`src/rtl/afs_pkg.sv`:
```
package afs_pkg;

  // Strobes from control to datapath
  typedef struct packed {
    logic captureIn;  // take the offered pair into the holding register
    logic promote;    // move the held pair to the pair being sent
    logic drive;      // update the serial output for a new bit period
    logic fmtI2s;     // 1: one-period delayed alignment
  } ctlStrobes_t;

endpackage

```
`src/rtl/afs_control.sv`:
```
module afs_control
  import afs_pkg::*;
#(
  parameter int SLOT_W = 32
) (
  input  logic                 clk,
  input  logic                 rst_n,
  input  logic                 strapLevel,
  input  logic                 bitFallStb,
  input  logic                 frameStb,
  input  logic                 inValid,
  output logic                 inReady,
  output logic                 underrun,
  output logic [$clog2(2*SLOT_W)-1:0] slotNext,
  output ctlStrobes_t          ctl
);

  localparam int FRAME_W = 2 * SLOT_W;
  localparam int CNT_W   = $clog2(FRAME_W);

  logic             strapDone;
  logic             fmtI2s;
  logic             running;
  logic             holdFull;
  logic [CNT_W-1:0] slotIdx;
  logic             frameStart;
  logic             accept;

  assign frameStart = bitFallStb && frameStb && strapDone;
  assign accept     = inValid && !holdFull;
  assign inReady    = !holdFull;
  assign slotNext   = frameStb ? '0 : slotIdx + 1'b1;

  always_comb begin
    ctl.captureIn = accept;
    ctl.promote   = frameStart && holdFull;
    ctl.drive     = bitFallStb && strapDone && (running || frameStb);
    ctl.fmtI2s    = fmtI2s;
  end

  // Strap capture: once, on the first clock after reset
  always_ff @(posedge clk or negedge rst_n) begin
    if (!rst_n) begin
      strapDone <= 1'b0;
      fmtI2s    <= 1'b0;
    end else if (!strapDone) begin
      strapDone <= 1'b1;
      fmtI2s    <= strapLevel;
    end
  end

  // Bit period counter within the frame
  always_ff @(posedge clk or negedge rst_n) begin
    if (!rst_n) begin
      running <= 1'b0;
      slotIdx <= '0;
    end else if (ctl.drive) begin
      running <= 1'b1;
      slotIdx <= slotNext;
    end
  end

  // Holding register occupancy and underrun flag
  always_ff @(posedge clk or negedge rst_n) begin
    if (!rst_n) begin
      holdFull <= 1'b0;
      underrun <= 1'b0;
    end else begin
      if (ctl.promote)   holdFull <= 1'b0;
      else if (accept)   holdFull <= 1'b1;
      if (frameStart)    underrun <= !holdFull;
    end
  end

  AST_FMT_FROZEN: assert property (@(posedge clk) disable iff (!rst_n)
    strapDone |=> $stable(fmtI2s));

  AST_READY_DROPS: assert property (@(posedge clk) disable iff (!rst_n)
    accept |=> !inReady);

  AST_UNDERRUN_SET: assert property (@(posedge clk) disable iff (!rst_n)
    (frameStart && !holdFull) |=> underrun);

  AST_FRAME_ZERO: assert property (@(posedge clk) disable iff (!rst_n)
    frameStart |=> (slotIdx == '0));

endmodule

```
`src/rtl/afs_datapath.sv`:
```
module afs_datapath
  import afs_pkg::*;
#(
  parameter int SAMPLE_W = 24,
  parameter int SLOT_W   = 32
) (
  input  logic                        clk,
  input  logic                        rst_n,
  input  ctlStrobes_t                 ctl,
  input  logic [$clog2(2*SLOT_W)-1:0] slotNext,
  input  logic [SAMPLE_W-1:0]         inLeft,
  input  logic [SAMPLE_W-1:0]         inRight,
  output logic                        sdOut
);

  localparam int CNT_W  = $clog2(2 * SLOT_W);
  localparam int SLOT_IW = $clog2(SLOT_W);

  logic [SAMPLE_W-1:0] holdL, holdR, actL, actR;
  logic [SAMPLE_W-1:0] srcL, srcR, word, shifted;
  logic [SLOT_IW-1:0]  pos, off;
  logic                inRange;
  logic                nextBit;

  // Pair used for the upcoming period: the fresh one at a promoting frame start
  assign srcL = ctl.promote ? holdL : actL;
  assign srcR = ctl.promote ? holdR : actR;

  always_comb begin
    pos     = slotNext[SLOT_IW-1:0];
    word    = slotNext[CNT_W-1] ? srcR : srcL;
    off     = pos - SLOT_IW'(ctl.fmtI2s);
    inRange = (ctl.fmtI2s ? (pos != '0) : 1'b1) && (off < SLOT_IW'(SAMPLE_W));
    shifted = word << off;
    nextBit = inRange && shifted[SAMPLE_W-1];
  end

  always_ff @(posedge clk or negedge rst_n) begin
    if (!rst_n) begin
      holdL <= '0;
      holdR <= '0;
      actL  <= '0;
      actR  <= '0;
      sdOut <= 1'b0;
    end else begin
      if (ctl.captureIn) begin
        holdL <= inLeft;
        holdR <= inRight;
      end
      if (ctl.promote) begin
        actL <= holdL;
        actR <= holdR;
      end
      if (ctl.drive) sdOut <= nextBit;
    end
  end

  AST_OUT_STABLE: assert property (@(posedge clk) disable iff (!rst_n)
    !ctl.drive |=> $stable(sdOut));

  AST_TAIL_LOW: assert property (@(posedge clk) disable iff (!rst_n)
    (ctl.drive && (slotNext[SLOT_IW-1:0] > SLOT_IW'(SAMPLE_W))) |=> !sdOut);

endmodule

```
`src/rtl/audio_frame_serializer.sv`:
```
module audio_frame_serializer
  import afs_pkg::*;
#(
  parameter int SAMPLE_W = 24,
  parameter int SLOT_W   = 32
) (
  input  logic                clk,
  input  logic                rst_n,
  input  logic                strapLevel,
  input  logic                bitFallStb,
  input  logic                frameStb,
  input  logic                inValid,
  input  logic [SAMPLE_W-1:0] inLeft,
  input  logic [SAMPLE_W-1:0] inRight,
  output logic                inReady,
  output logic                sdOut,
  output logic                underrun
);

  localparam int CNT_W = $clog2(2 * SLOT_W);

  ctlStrobes_t      ctl;
  logic [CNT_W-1:0] slotNext;

  afs_control #(.SLOT_W(SLOT_W)) uCtl (
    .clk        (clk),
    .rst_n      (rst_n),
    .strapLevel (strapLevel),
    .bitFallStb (bitFallStb),
    .frameStb   (frameStb),
    .inValid    (inValid),
    .inReady    (inReady),
    .underrun   (underrun),
    .slotNext   (slotNext),
    .ctl        (ctl)
  );

  afs_datapath #(.SAMPLE_W(SAMPLE_W), .SLOT_W(SLOT_W)) uDp (
    .clk      (clk),
    .rst_n    (rst_n),
    .ctl      (ctl),
    .slotNext (slotNext),
    .inLeft   (inLeft),
    .inRight  (inRight),
    .sdOut    (sdOut)
  );

endmodule

```
`config.mk`:
```
export PLATFORM = sky130hd
export DESIGN_NAME = audio_frame_serializer
export DESIGN_NICKNAME = d
export VERILOG_FILES = /design/src/rtl/afs_pkg.sv /design/src/rtl/afs_control.sv /design/src/rtl/afs_datapath.sv /design/src/rtl/audio_frame_serializer.sv
export SDC_FILE = /design/constraint.sdc
export NUM_CORES = 1
export LEC_CHECK = 0
export BUFFER_PORTS_ARGS = -buffer_cell sky130_fd_sc_hd__buf_2
export CAP_MARGIN = 20
export CORE_MARGIN = 4
export CORE_UTILIZATION = 60
export CTS_CLUSTER_SIZE = 24
export DETAILED_ROUTE_END_ITERATION = 16
export HOLD_SLACK_MARGIN = 0.03
export PLACE_DENSITY = 0.81
export SLEW_MARGIN = 0
export SYNTH_ARGS = -nofsm -noshare
export SYNTH_HDL_FRONTEND = slang
export SYNTH_HIERARCHICAL = 1
export SYNTH_SLANG_ARGS = --single-unit
export TNS_END_PERCENT = 10
```
`constraint.sdc`:
```
create_clock -name clk -period 5.33 [get_ports clk]
set_clock_uncertainty 0.2 [all_clocks]
set_input_delay 1.066 -clock clk [delete_from_list [all_inputs] [get_ports clk]]
set_output_delay 1.066 -clock clk [all_outputs]
set_load 0.005 [all_outputs]
```
==> metrics.md, run 1 <==
| Metric | Value |
|---|---|
| Post-synth ARST share | 1.00 |
| Compound-gate portion of the synthesized area | 0.0465 |
| Clock sinks | 108 |
| Met2 Use GR | 0.334 |
| Endpoint class of the critical path | flop |
| Final Hold Viols | 0 |
| GR peak layer | met2 |
| R2r worst-path depth | 9 |
| Layout Nets | 468 |
| Max transition margin | 0.335 |
| Worst r2r src | uCtl/slotIdx[0]$_DFFE_PN0P_ |
| # IOs | 57 |
| Period Utilization, post-route | 0.695 |
| Least-Margin Pin Slew | 0.995 ns |
| Final setup TNS | 0 ns |
| Register clock-pin slew on the reported worst setup and hold paths | 0.11 ns |
| Post-synthesis mux area share | 0.336 |
| Vias after detailed routing | 3,118 |
| Tot Pwr | 0.00250 W |
| CP cell instances | buf_2 -> nor2_1 -> inv_1 -> ha_1 -> ha_1 -> mux4_2 -> nor2b_1 -> a2111oi_0 -> a311oi_1 -> a21oi_1 -> o22ai_1 |
| Static leakage | 2.40 nW |
| CP Data Arrival Time | about 3.8 ns |
| EDFF count, synth | 0 |
| Hold Path Origin | uCtl/underrun$_DFFE_PN0P_ |
| Tightest Hold Check Type | reg -> reg |
| Final Max Tran Viols | 0 |
| Vias in the first global route | 3,317 |
| Filler cells | 570 |
| Remaining Overflow, GRT | 0 |
| Cts hold-fix bufs | 0 |
| Worst vdd ir | 0.244 mV |
| Area of the multi-input gates | 2360 um^2 |
| Setup slack after layout | 1.63 ns |
| R2r setup slk | 1.78 ns |
| Seq/Total Area, Yosys | 0.524 |
| Synth Area in Adders | 0.00727 |
| Final ANT Viol Nets | 0 |
| Min Tclk post-route | 3.70 ns |
| Pwr Density | 434 nW/um^2 |
| First DRT Iteration DRCs | between 100 and 150 |
| Hold_ws | 0.300 ns |
| Syn avg cell area | 14.3 um^2 |
| Antenna violations before repair | 0 |
| Unrepaired setup endpoints after global routing | false |
| Core Box Area | 8300 um^2 |
| GP Congestion | around 0.74 |
| WL per Instance | 18.0 um |
| Max-Cap Viols | 0 |
| Largest net degree at the start of global routing | 79 |
| Xor/xnor share of the synthesized area | 0.0155 |
| Chip height | slightly above 100 um |
| Bufs on Longest Clock Path | 2 |
| Post-route DRC | 0 |
| Largest family of logic cells by synthesized area | multiplexers |
| Synth cell types | 47 |
| Mapped Area | roughly 5200 um^2 |
| Worst Path Max Fanout | 16 |
| Post_cts resized | 0 |
| Clk root buf | clkbuf_8 |
| Routed vias/inst | 5.98 |
| Worst path required time | 5.39 ns |
| Setup Buffers After CTS | 0 |
| RR Endpoint | uDp/sdOut$_DFFE_PN0P_ |
| Share of cells above drive strength 1 | 0.490 |
| Setup WS pre-CTS | 1.23 ns |
| H-tree depth | 3 |
| IO Port Bufs | 56 |
| Status | finished clean |
| Placed wire-length estimate | approximately 6600 um |
| DR pass1 iterations | 5 |
| Tot GR Track Use | 0.202 |
| Row cnt | 33 |
| Flop and latch count out of synthesis | 108 |
| Syn_nets | 417 |
| Final setup fails | 0 |
| N_diodes | 0 |
| Die area | 10,200 um^2 |
| Met1 usage in global routing | 0.268 |
| Final WL | 9360 um |
| Worst skew pair latency | 0.37 ns |
| Slowest-stage cell, CP | ha_1 |
| Largest stage delay, worst path | a little over 0.6 ns |
| Simple-gate area share of the yosys netlist | 0.0451 |
| Primary FF master, synth | dfrtp_1 |
| Final core utilization | 0.694 |
| Fmax | 270 MHz |
| CP Class | in -> reg |
| CTS tree | built |
| CP dominant cell by count | ha_1 |
| Die width | 101 um |
| Sequential cell area | 2700 um^2 |
| Post-synthesis instance total | between 300 and 400 |
| Hold path depth | 2 |
| Num CTS Buffers | 9 |
| Initial Util | 0.622 |
| Area delta synth->final | 11.6% |
| Met3 Resource Use GR | 0.0478 |
| Setup crit start kind | input port |
| Yosys warning total | 6 |
| First-pass GRT wire length | 16,100 um |
| Worst Hold Endpoint | uCtl/underrun$_DFFE_PN0P_ |
-- how the worst max path moves through the flow --
stage | endpoint | slack (ns) | from
finish | uDp/sdOut$_DFFE_PN0P_ | 1.63 | frameStb
global placement | uDp/sdOut$_DFFE_PN0P_ | 1.34 | frameStb
floorplan | uDp/sdOut$_DFFE_PN0P_ | 1.78 | frameStb
detailed placement | uDp/sdOut$_DFFE_PN0P_ | 1.23 | frameStb
CTS | uDp/sdOut$_DFFE_PN0P_ | 1.62 | frameStb
global route | uDp/sdOut$_DFFE_PN0P_ | 1.36 | frameStb
-- flip-flops by register name, indices dropped and copies added (netlist names) --
| signal | count |
|---|---|
| uCtl/holdFull | 1 |
| uDp/holdL | 24 |
| uCtl/underrun | 1 |
| uDp/sdOut | 1 |
| uDp/actL | 24 |
| uDp/holdR | 24 |
| uCtl/running | 1 |
| uCtl/strapDone | 1 |
| uDp/actR | 24 |
| uCtl/slotIdx | 6 |
| uCtl/fmtI2s | 1 |
-- power by group --
group          internal, W  switching, W
registers          0.00111      0.000188
logic             0.000429      0.000255
clock network     0.000229      0.000296
-- cell type report --
type | count | share of cell area
Clock buffer | 9 | 0.0215
Clock inverter | 7 | 0.0163
Sequential cell | 108 | 0.469
Timing Repair Buffer | 61 | 0.0578
Inverter | 6 | 0.00391
Multi-Input combinational cell | 225 | 0.409
Tap cell | 105 | 0.0228
-- cell usage after synthesis (2+ instances only) --
master       n  area [um^2]
inv_1        5         18.8
nand3_1      6         30.0
mux4_2      19          428
nand2_1     10         37.5
xnor2_1      2         17.5
buf_2        8         40.0
o22ai_1      2         12.5
buf_4        5         37.5
o41ai_1      2         17.5
nor2_1      12         45.0
a21oi_1      5         25.0
nor2b_1      9         56.3
clkbuf_1     4         15.0
a2111oi_0    2         17.5
ha_1         3         37.5
xor2_1       4         35.0
mux2i_1     17          170
buf_1        4         15.0
a22oi_1      2         15.0
o21ai_0      5         25.0
or3_1        2         12.5
dfrtp_1    108         2700
mux2_2     100         1130
-- placed cells by master (no fill, tap or decap), types with 3 or more instances in the layout --
cell / netlist / layout
inv_1: 5 / 5
nor2b_1: 9 / 8
dfrtp_1: 108 / 108
nand2_1: 10 / 10
mux4_2: 19 / 19
nand3_1: 6 / 6
nor2_1: 12 / 11
ha_1: 3 / 3
xor2_1: 4 / 4
mux2i_1: 17 / 17
mux2_2: 100 / 100
clkbuf_8: 0 / 9
o21ai_0: 5 / 5
buf_2: 8 / 55
buf_4: 5 / 5
a21oi_1: 5 / 4
-- cell families (layout without fill, tap and decap cells) --
family,Yosys count,after routing
AO/OA/AOI/OAI,31,31
XOR/XNOR,7,7
adder cells (fa/ha/maj),3,3
buffers and inverters,27,83
flip-flops,108,108
multiplexers,137,137
other,1,1
AND/OR/NAND/NOR,46,46
-- metal layers --
layer / wire length, um / vias up
li1: - / 1436
met1: 4060 / 1598
met2: 4790 / 74
met3: 393 / 10
met4: 113 / 0
met5: 0 / -
-- per-stage QoR --
step | cells | instance area [um^2]
2_1_floorplan | 360 | 5160
3_3_place_gp | 505 | 5550
3_5_place_dp | 505 | 5550
4_1_cts | 521 | 5760
5_1_grt | 521 | 5760
6_report | 521 | 5760
-- worst max-delay path, delay by kind of cell --
kind,cells,cell delay [ns]
buf+inv,2,0.27
mux,1,0.56
fa+ha+maj,2,0.82
compound gates,4,0.72
simple gates,2,0.31
Power figures use the tool's default switching activity.
==> run 2, diff against run 1 <==
- ABC_AREA: default -> 1
- CORE_UTILIZATION: 60 -> 52
- PLACE_DENSITY: 0.81 -> 0.75
- clock period: 5.33 -> 2.97 ns (I/O delays scaled with it)
==> run 2 against run 1 <==
Sequential share of layout area increased by 2.4 points. Sequential power increased by 87%. Sequential cell count unchanged. Cell count increased by 32%. Global-route usage decreased by 1.7 points. Die area increased by 8.3%. Via count increased by 14%. Critical endpoint unchanged. Largest cell class unchanged.
==> metrics.md, run 2 <==
| Metric | Value |
|---|---|
| Status | finished clean |
| Fmax | 382 MHz |
| Area contributors post-synth | dfrtp_1, nand2_1, mux2_2 |
| Most common cell after layout, fill and taps aside | nand2_1 |
| Least-Margin Pin Slew | 0.819 ns |
| Hold_ws | around 0.036 ns |
| Register clock-pin slew on the reported worst setup and hold paths | around 0.1 ns |
| H-tree depth | 3 |
| Post-synthesis mux area share | 0.104 |
| Post-synth ARST share | 1.00 |
| Syn avg cell area | around 9.4 um^2 |
| Final setup fails | 0 |
| Clock sinks | 108 |
| RR Endpoint | uDp/sdOut$_DFFE_PN0P_ |
| Pwr Density | 878 nW/um^2 |
| GR peak layer | met2 |
| Placed wire-length estimate | 6830 um |
| GP Congestion | 0.853 |
| DR pass1 iterations | 4 |
| Worst path required time | 3.04 ns |
| Core Box Area | 9200 um^2 |
| First-pass GRT wire length | 16,800 um |
| Final Max Tran Viols | 0 |
| Largest stage delay, worst path | 0.60 ns |
| Tightest Hold Check Type | in -> async |
| Remaining Overflow, GRT | 0 |
| R2r worst-path depth | 15 |
| Seq/Total Area, Yosys | 0.554 |
| CTS tree | built |
| Antenna violations before repair | 0 |
| Final ANT Viol Nets | 0 |
| Vias in the first global route | roughly 3,600 |
| Comb pwr share | 0.295 |
| Final setup TNS | 0 ns |
| Unrepaired setup endpoints after global routing | false |
| Flop and latch count out of synthesis | 108 |
| Chip height | 105 um |
| Yosys warning total | 6 |
| CP Class | reg -> reg |
| Setup crit start kind | flop |
| Post-synthesis instance total | 519 |
| Xor/xnor share of the synthesized area | 0.00539 |
| Final Hold Viols | 0 |
| Crit path launch | uCtl/slotIdx[2]$_DFFE_PN0P_ |
| Final WL | 9600 um |
| Switching power | ~0.0015 W |
| Worst Path Max Fanout | 24 |
| Endpoint class of the critical path | flop |
| Top cell type's share of synthesized area | 0.554 |
| Met2 Use GR | 0.292 |
| Simple-gate area share of the yosys netlist | 0.224 |
| WL per Instance | between 10 and 15 um |
| Layout Nets | ~630 |
| Area leader, netlist | dfrtp_1 |
| Clk root buf | clkbuf_8 |
| EDFF count, synth | 0 |
| Static leakage | around 2.7 nW |
| Setup Buffers After CTS | 0 |
| Die area | 11,000 um^2 |
| Worst r2r src | uCtl/slotIdx[2]$_DFFE_PN0P_ |
| R2r setup slk | 0.35 ns |
| Mapped Area | 4880 um^2 |
| Max-Cap Viols | 0 |
| Compound-gate portion of the synthesized area | 0.0451 |
| Period Utilization, post-route | 0.882 |
| Num CTS Buffers | 9 |
| Largest family of logic cells by synthesized area | simple AND/OR/NAND/NOR gates |
| Min Tclk post-route | 2.62 ns |
| CP cell instances | nand2_1 -> nor2_1 -> nand3_1 -> nand2_1 -> nor2_1 -> inv_1 -> nand3_1 -> nand3_1 -> nand2_1 -> o21ai_1 -> nor2_1 -> nor2_1 -> nor2_1 -> nand2_1 -> nand2_1 |
| Worst vdd ir | 0.378 mV |
| Tot GR Track Use | 0.185 |
| Switching Fraction | 0.315 |
| Bufs on Longest Clock Path | 2 |
| Syn_nets | 576 |
| Post-route DRC | 0 |
| Area delta synth->final | 12.3% |
| Primary FF master, synth | dfrtp_1 |
| Synth Area in Adders | 0.00769 |
| Slowest-stage cell, CP | inv_1 |
| Met1 usage in global routing | 0.261 |
| Synth cell types | 25 |
| Largest net degree at the start of global routing | 49 |
| Vias after detailed routing | around 3,600 |
| N_diodes | 0 |
| IO Port Bufs | between 50 and 60 |
| Routed vias/inst | 5.20 |
| Max transition margin | 0.453 |
| Power share of the sequential group | 0.501 |
| Worst skew pair latency | 0.36 ns |
| Most common cell in the netlist | nand2_1 |
| Share of cells above drive strength 1 | 0.235 |
| Post_cts resized | 0 |
| Cts hold-fix bufs | 0 |
| Int Pwr | 0.00329 W |
| Commonest non-fill, non-tap cells in the layout | nand2_1, dfrtp_1, nand3_1 |
| First DRT Iteration DRCs | between 150 and 200 |
| Clk pwr share | 0.205 |
| # IOs | 57 |
| Initial Util | 0.530 |
| CP Data Arrival Time | 2.69 ns |
| Worst path buffer plus inverter count | 1 |
| Met3 Resource Use GR | 0.0395 |
| Crit-path leading delay family | simple AND/OR/NAND/NOR gates |
| Row cnt | 35 |
| Most instantiated cells after synthesis | nand2_1, dfrtp_1, nand3_1 |
| Die width | 105 um |
-- run 2: cell types whose count changed in the layout (fill, tap and decap cells not counted), moves of 4 or more --
cell	before	now
and2_1	0	6
inv_1	5	34
mux2_2	100	45
mux2i_1	17	0
mux4_2	19	0
nand2_1	10	166
nand3_1	6	72
nor2_1	11	16
nor2b_1	8	0
o211ai_1	1	6
o21ai_0	5	15
o21ai_2	0	4
-- run 2: metrics by stage --
stage | cell area (um^2) | util | cells | power, W | worst slack, ns
6_report | 5480 | 0.596 | 686 | 0.00481 | 0.349
5_1_grt | 5480 | 0.596 | 686 | 0.00519 | 0.0629
4_1_cts | 5480 | 0.596 | 686 | 0.00486 | 0.358
3_5_place_dp | 5250 | 0.571 | 670 | 0.00387 | 0.376
3_3_place_gp | 5250 | 0.571 | 670 | 0.00378 | 0.384
2_1_floorplan | 4880 | - | 519 | 0.00346 | 0.701
-- run 2: worst max path at each step --
stage                                       end  slack, ns  depth (start not counted)
after floorplan           uDp/sdOut$_DFFE_PN0P_       0.70                         13
final                     uDp/sdOut$_DFFE_PN0P_       0.35                         15
after global routing      uDp/sdOut$_DFFE_PN0P_       0.06                         15
after CTS                 uDp/sdOut$_DFFE_PN0P_       0.36                         15
after global placement    uDp/sdOut$_DFFE_PN0P_       0.38                         15
after detailed placement  uDp/sdOut$_DFFE_PN0P_       0.38                         15
-- run 2: power groups by stage --
stage	Combinational (W)	Sequential, W	Clock (W)
floorplan	0.00112	0.00234	0
global placement	0.00136	0.00242	0
detailed placement	0.00142	0.00245	0
CTS	0.00143	0.00241	0.00102
global route	0.00163	0.00248	0.00108
finish	0.00142	0.00241	0.000985
-- run 2: per-layer routing --
metal / share of wire / routed length [um] / vias up
li1: - / - / 1775
met5: 0 / 0 / -
met1: 0.49 / 4670 / 1720
met4: 0.013 / 126 / 0
met3: 0.033 / 312 / 9
met2: 0.47 / 4490 / 62
-- run 2: layout make-up --
| cell class | instances | area, um^2 |
|---|---|---|
| Clock buffer | 11 | 141 |
| Clock inverter | 5 | 83.8 |
| Fill cell | 795 | 3720 |
| Inverter | 38 | 143 |
| Multi-Input combinational cell | 348 | 1890 |
| Sequential cell | 108 | 2700 |
| Tap cell | 111 | 139 |
| Timing Repair Buffer | 65 | 375 |
-- run 2: logic make-up (layout without fill, tap and decap cells) --
| logic type | after synthesis | in the layout |
|---|---|---|
| other | 1 | 1 |
| XOR/XNOR | 3 | 3 |
| multiplexers | 45 | 45 |
| buffers and inverters | 63 | 119 |
| adder cells (fa/ha/maj) | 3 | 3 |
| flip-flops | 108 | 108 |
| AND/OR/NAND/NOR | 262 | 262 |
| AO/OA/AOI/OAI | 34 | 34 |
==> run 3, diff against run 2 <==
- PLACE_DENSITY: 0.75 -> 0.85
==> run 3 against run 2 <==
Clock power grew 9%. Sequential power is essentially flat. Maximum frequency grew 1.5%. Worst setup slack better by 0.038 ns. Clock-buffer cell count unchanged. First-iteration DRC count rose by 37%. Die area stayed put. Sequential share of layout area fell by 0.46 points. Register-to-register slack improved by 0.04 ns. Cell area up 0.94%. Worst hold slack better by 0.024 ns. Non-clock buffer count rose by 2. Largest power group unchanged. Highest routed layer unchanged.
==> metrics.md, run 3 (synthesized netlist as in run 2, its figures left out) <==
| Metric | Value |
|---|---|
| # IOs | 57 |
| Worst Path Max Fanout | 24 |
| IO Port Bufs | 56 |
| CTS tree | built |
| Filler cells | 767 |
| Final Hold Viols | 0 |
| Unrepaired setup endpoints after global routing | false |
| CP Data Arrival Time | 2.65 ns |
| Initial Util | 0.530 |
| Detail Route met2 WL | roughly 5200 um |
| Min Tclk post-route | 2.58 ns |
| Met1 WL | 4420 um |
| Placed wire-length estimate | 7070 um |
| Worst skew pair latency | between 0.3 and 0.4 ns |
| Register clock-pin slew on the reported worst setup and hold paths | 0.10 ns |
| Max-Cap Viols | 0 |
| Core Box Area | 9200 um^2 |
| Final WL | slightly above 10,000 um |
| Max Used Layer | met4 |
| Vias in the first global route | 3,829 |
| Final setup fails | 0 |
| H-tree depth | 3 |
| Endpoint class of the critical path | flop |
| Layout Nets | 629 |
| Commonest non-fill, non-tap cells in the layout | nand2_1, dfrtp_1, nand3_1 |
| Worst vdd ir | 0.352 mV |
| Die width | around 100 um |
| Vias after detailed routing | 3,796 |
| Remaining Overflow, GRT | 0 |
| Die area | 11,000 um^2 |
| Setup Buffers After CTS | 0 |
| Pwr Density | ~900 nW/um^2 |
| Setup crit start kind | flop |
| Final setup TNS | 0 ns |
| Max transition margin | 0.515 |
| Tightest Hold Check Type | in -> async |
| Post-route DRC | 0 |
| Clk root buf | clkbuf_8 |
| Worst path required time | 3.04 ns |
| Share of cells above drive strength 1 | 0.237 |
| Area delta synth->final | 13.3% |
| Bufs on Longest Clock Path | 2 |
| Tot GR Track Use | 0.198 |
| Num CTS Buffers | 9 |
| N_diodes | 0 |
| WL per Instance | 15.1 um |
| Largest net degree at the start of global routing | 58 |
| Least-Margin Pin Slew | 0.728 ns |
| Cts hold-fix bufs | 0 |
| Antenna violations before repair | 0 |
| Final ANT Viol Nets | 0 |
| First-pass GRT wire length | 17,900 um |
| Static leakage | ~2.8 nW |
| Hold_ws | 0.0607 ns |
| Post_cts resized | 0 |
| GP Congestion | 0.867 |
| First DRT Iteration DRCs | 224 |
| DR pass1 iterations | 5 |
| CP Class | reg -> reg |
| Final Max Tran Viols | 0 |
| Met3 routed WL | 565 um |
| Fmax | just under 400 MHz |
| Clock sinks | 108 |
| Most common cell after layout, fill and taps aside | nand2_1 |
| Routed vias/inst | 5.52 |
| Status | finished clean |
| Row cnt | 35 |
| Chip height | 105 um |
| Period Utilization, post-route | 0.870 |
## run 3: cell count changes in the layout (fill, tap and decap cells not counted), sizes merged
cell and delta:
buf +2, bufinv +1, clkinv +1, clkinvlp -2
## run 3: path summary, 6_finish.rpt
check | startpoint | end | slack (ns) | depth (start not counted)
min in group clk | inRight[5] | uDp/holdR[5]$_DFFE_PN0P_ | 0.23 | 3
min | rst_n | uDp/holdL[6]$_DFFE_PN0P_ | 0.06 | 1
max reg2reg | uCtl/slotIdx[2]$_DFFE_PN0P_ | uDp/sdOut$_DFFE_PN0P_ | 0.39 | 17
min reg2reg | uCtl/holdFull$_DFFE_PN0P_ | uCtl/underrun$_DFFE_PN0P_ | 0.26 | 1
max | uCtl/slotIdx[2]$_DFFE_PN0P_ | uDp/sdOut$_DFFE_PN0P_ | 0.39 | 17
max in group asynchronous | rst_n | uDp/holdL[1]$_DFFE_PN0P_ | 1.84 | 2
## run 3: metrics by stage
step | power [W] | utilization | instance area [um^2] | setup WS (ns) | std cells
floorplan | 0.00346 | - | 4880 | 0.701 | 519
global placement | 0.00379 | 0.574 | 5280 | 0.399 | 672
detailed placement | 0.00389 | 0.574 | 5280 | 0.344 | 672
CTS | 0.00499 | 0.601 | 5530 | 0.479 | 688
global route | 0.00530 | 0.601 | 5530 | 0.244 | 688
finish | 0.00495 | 0.601 | 5530 | 0.387 | 688
## run 3: worst max-delay path: stages (launching register included)
cell and delay, ns:
dfrtp_1 0.45, nand2_1 0.08, nor2_1 0.15, nand3_1 0.14, nand2_1 0.11, nor2_1 0.06
buf_4 0.17, inv_1 0.06, buf_4 0.28, nand3_1 0.16, nand3_1 0.09, nand2_1 0.05
o21ai_1 0.15, nor2_1 0.06, nor2_1 0.11, nor2_1 0.06, nand2_1 0.06, nand2_1 0.04
## run 3: area by class of cell
| class | instances | area [um^2] | share of cell area |
|---|---|---|---|
| inverters | 38 | 143 | 0.0258 |
| flip-flops and latches | 108 | 2700 | 0.489 |
| well taps | 111 | 139 | 0.0251 |
| repair buffers | 67 | 403 | 0.0729 |
| clock buffers | 11 | 141 | 0.0256 |
| multi-input cells | 348 | 1890 | 0.342 |
| clock inverters | 5 | 108 | 0.0195 |
## run 3: per-layer routing
layer	track usage	up-vias
li1	-	1784
met1	0.264	1844
met2	0.319	150
met3	0.0364	18
met4	0.0853	0
met5	0	-
## run 3: where the power goes
part / switching [W] / leakage, nW / total (W) / internal, W
Combinational: 0.000795 / 1.33 / 0.00147 / 0.000673
Clock: 0.000487 / 0.124 / 0.00107 / 0.000588
Sequential: 0.000285 / 1.32 / 0.00241 / 0.00213
Total: 0.00157 / 2.78 / 0.00495 / 0.00339
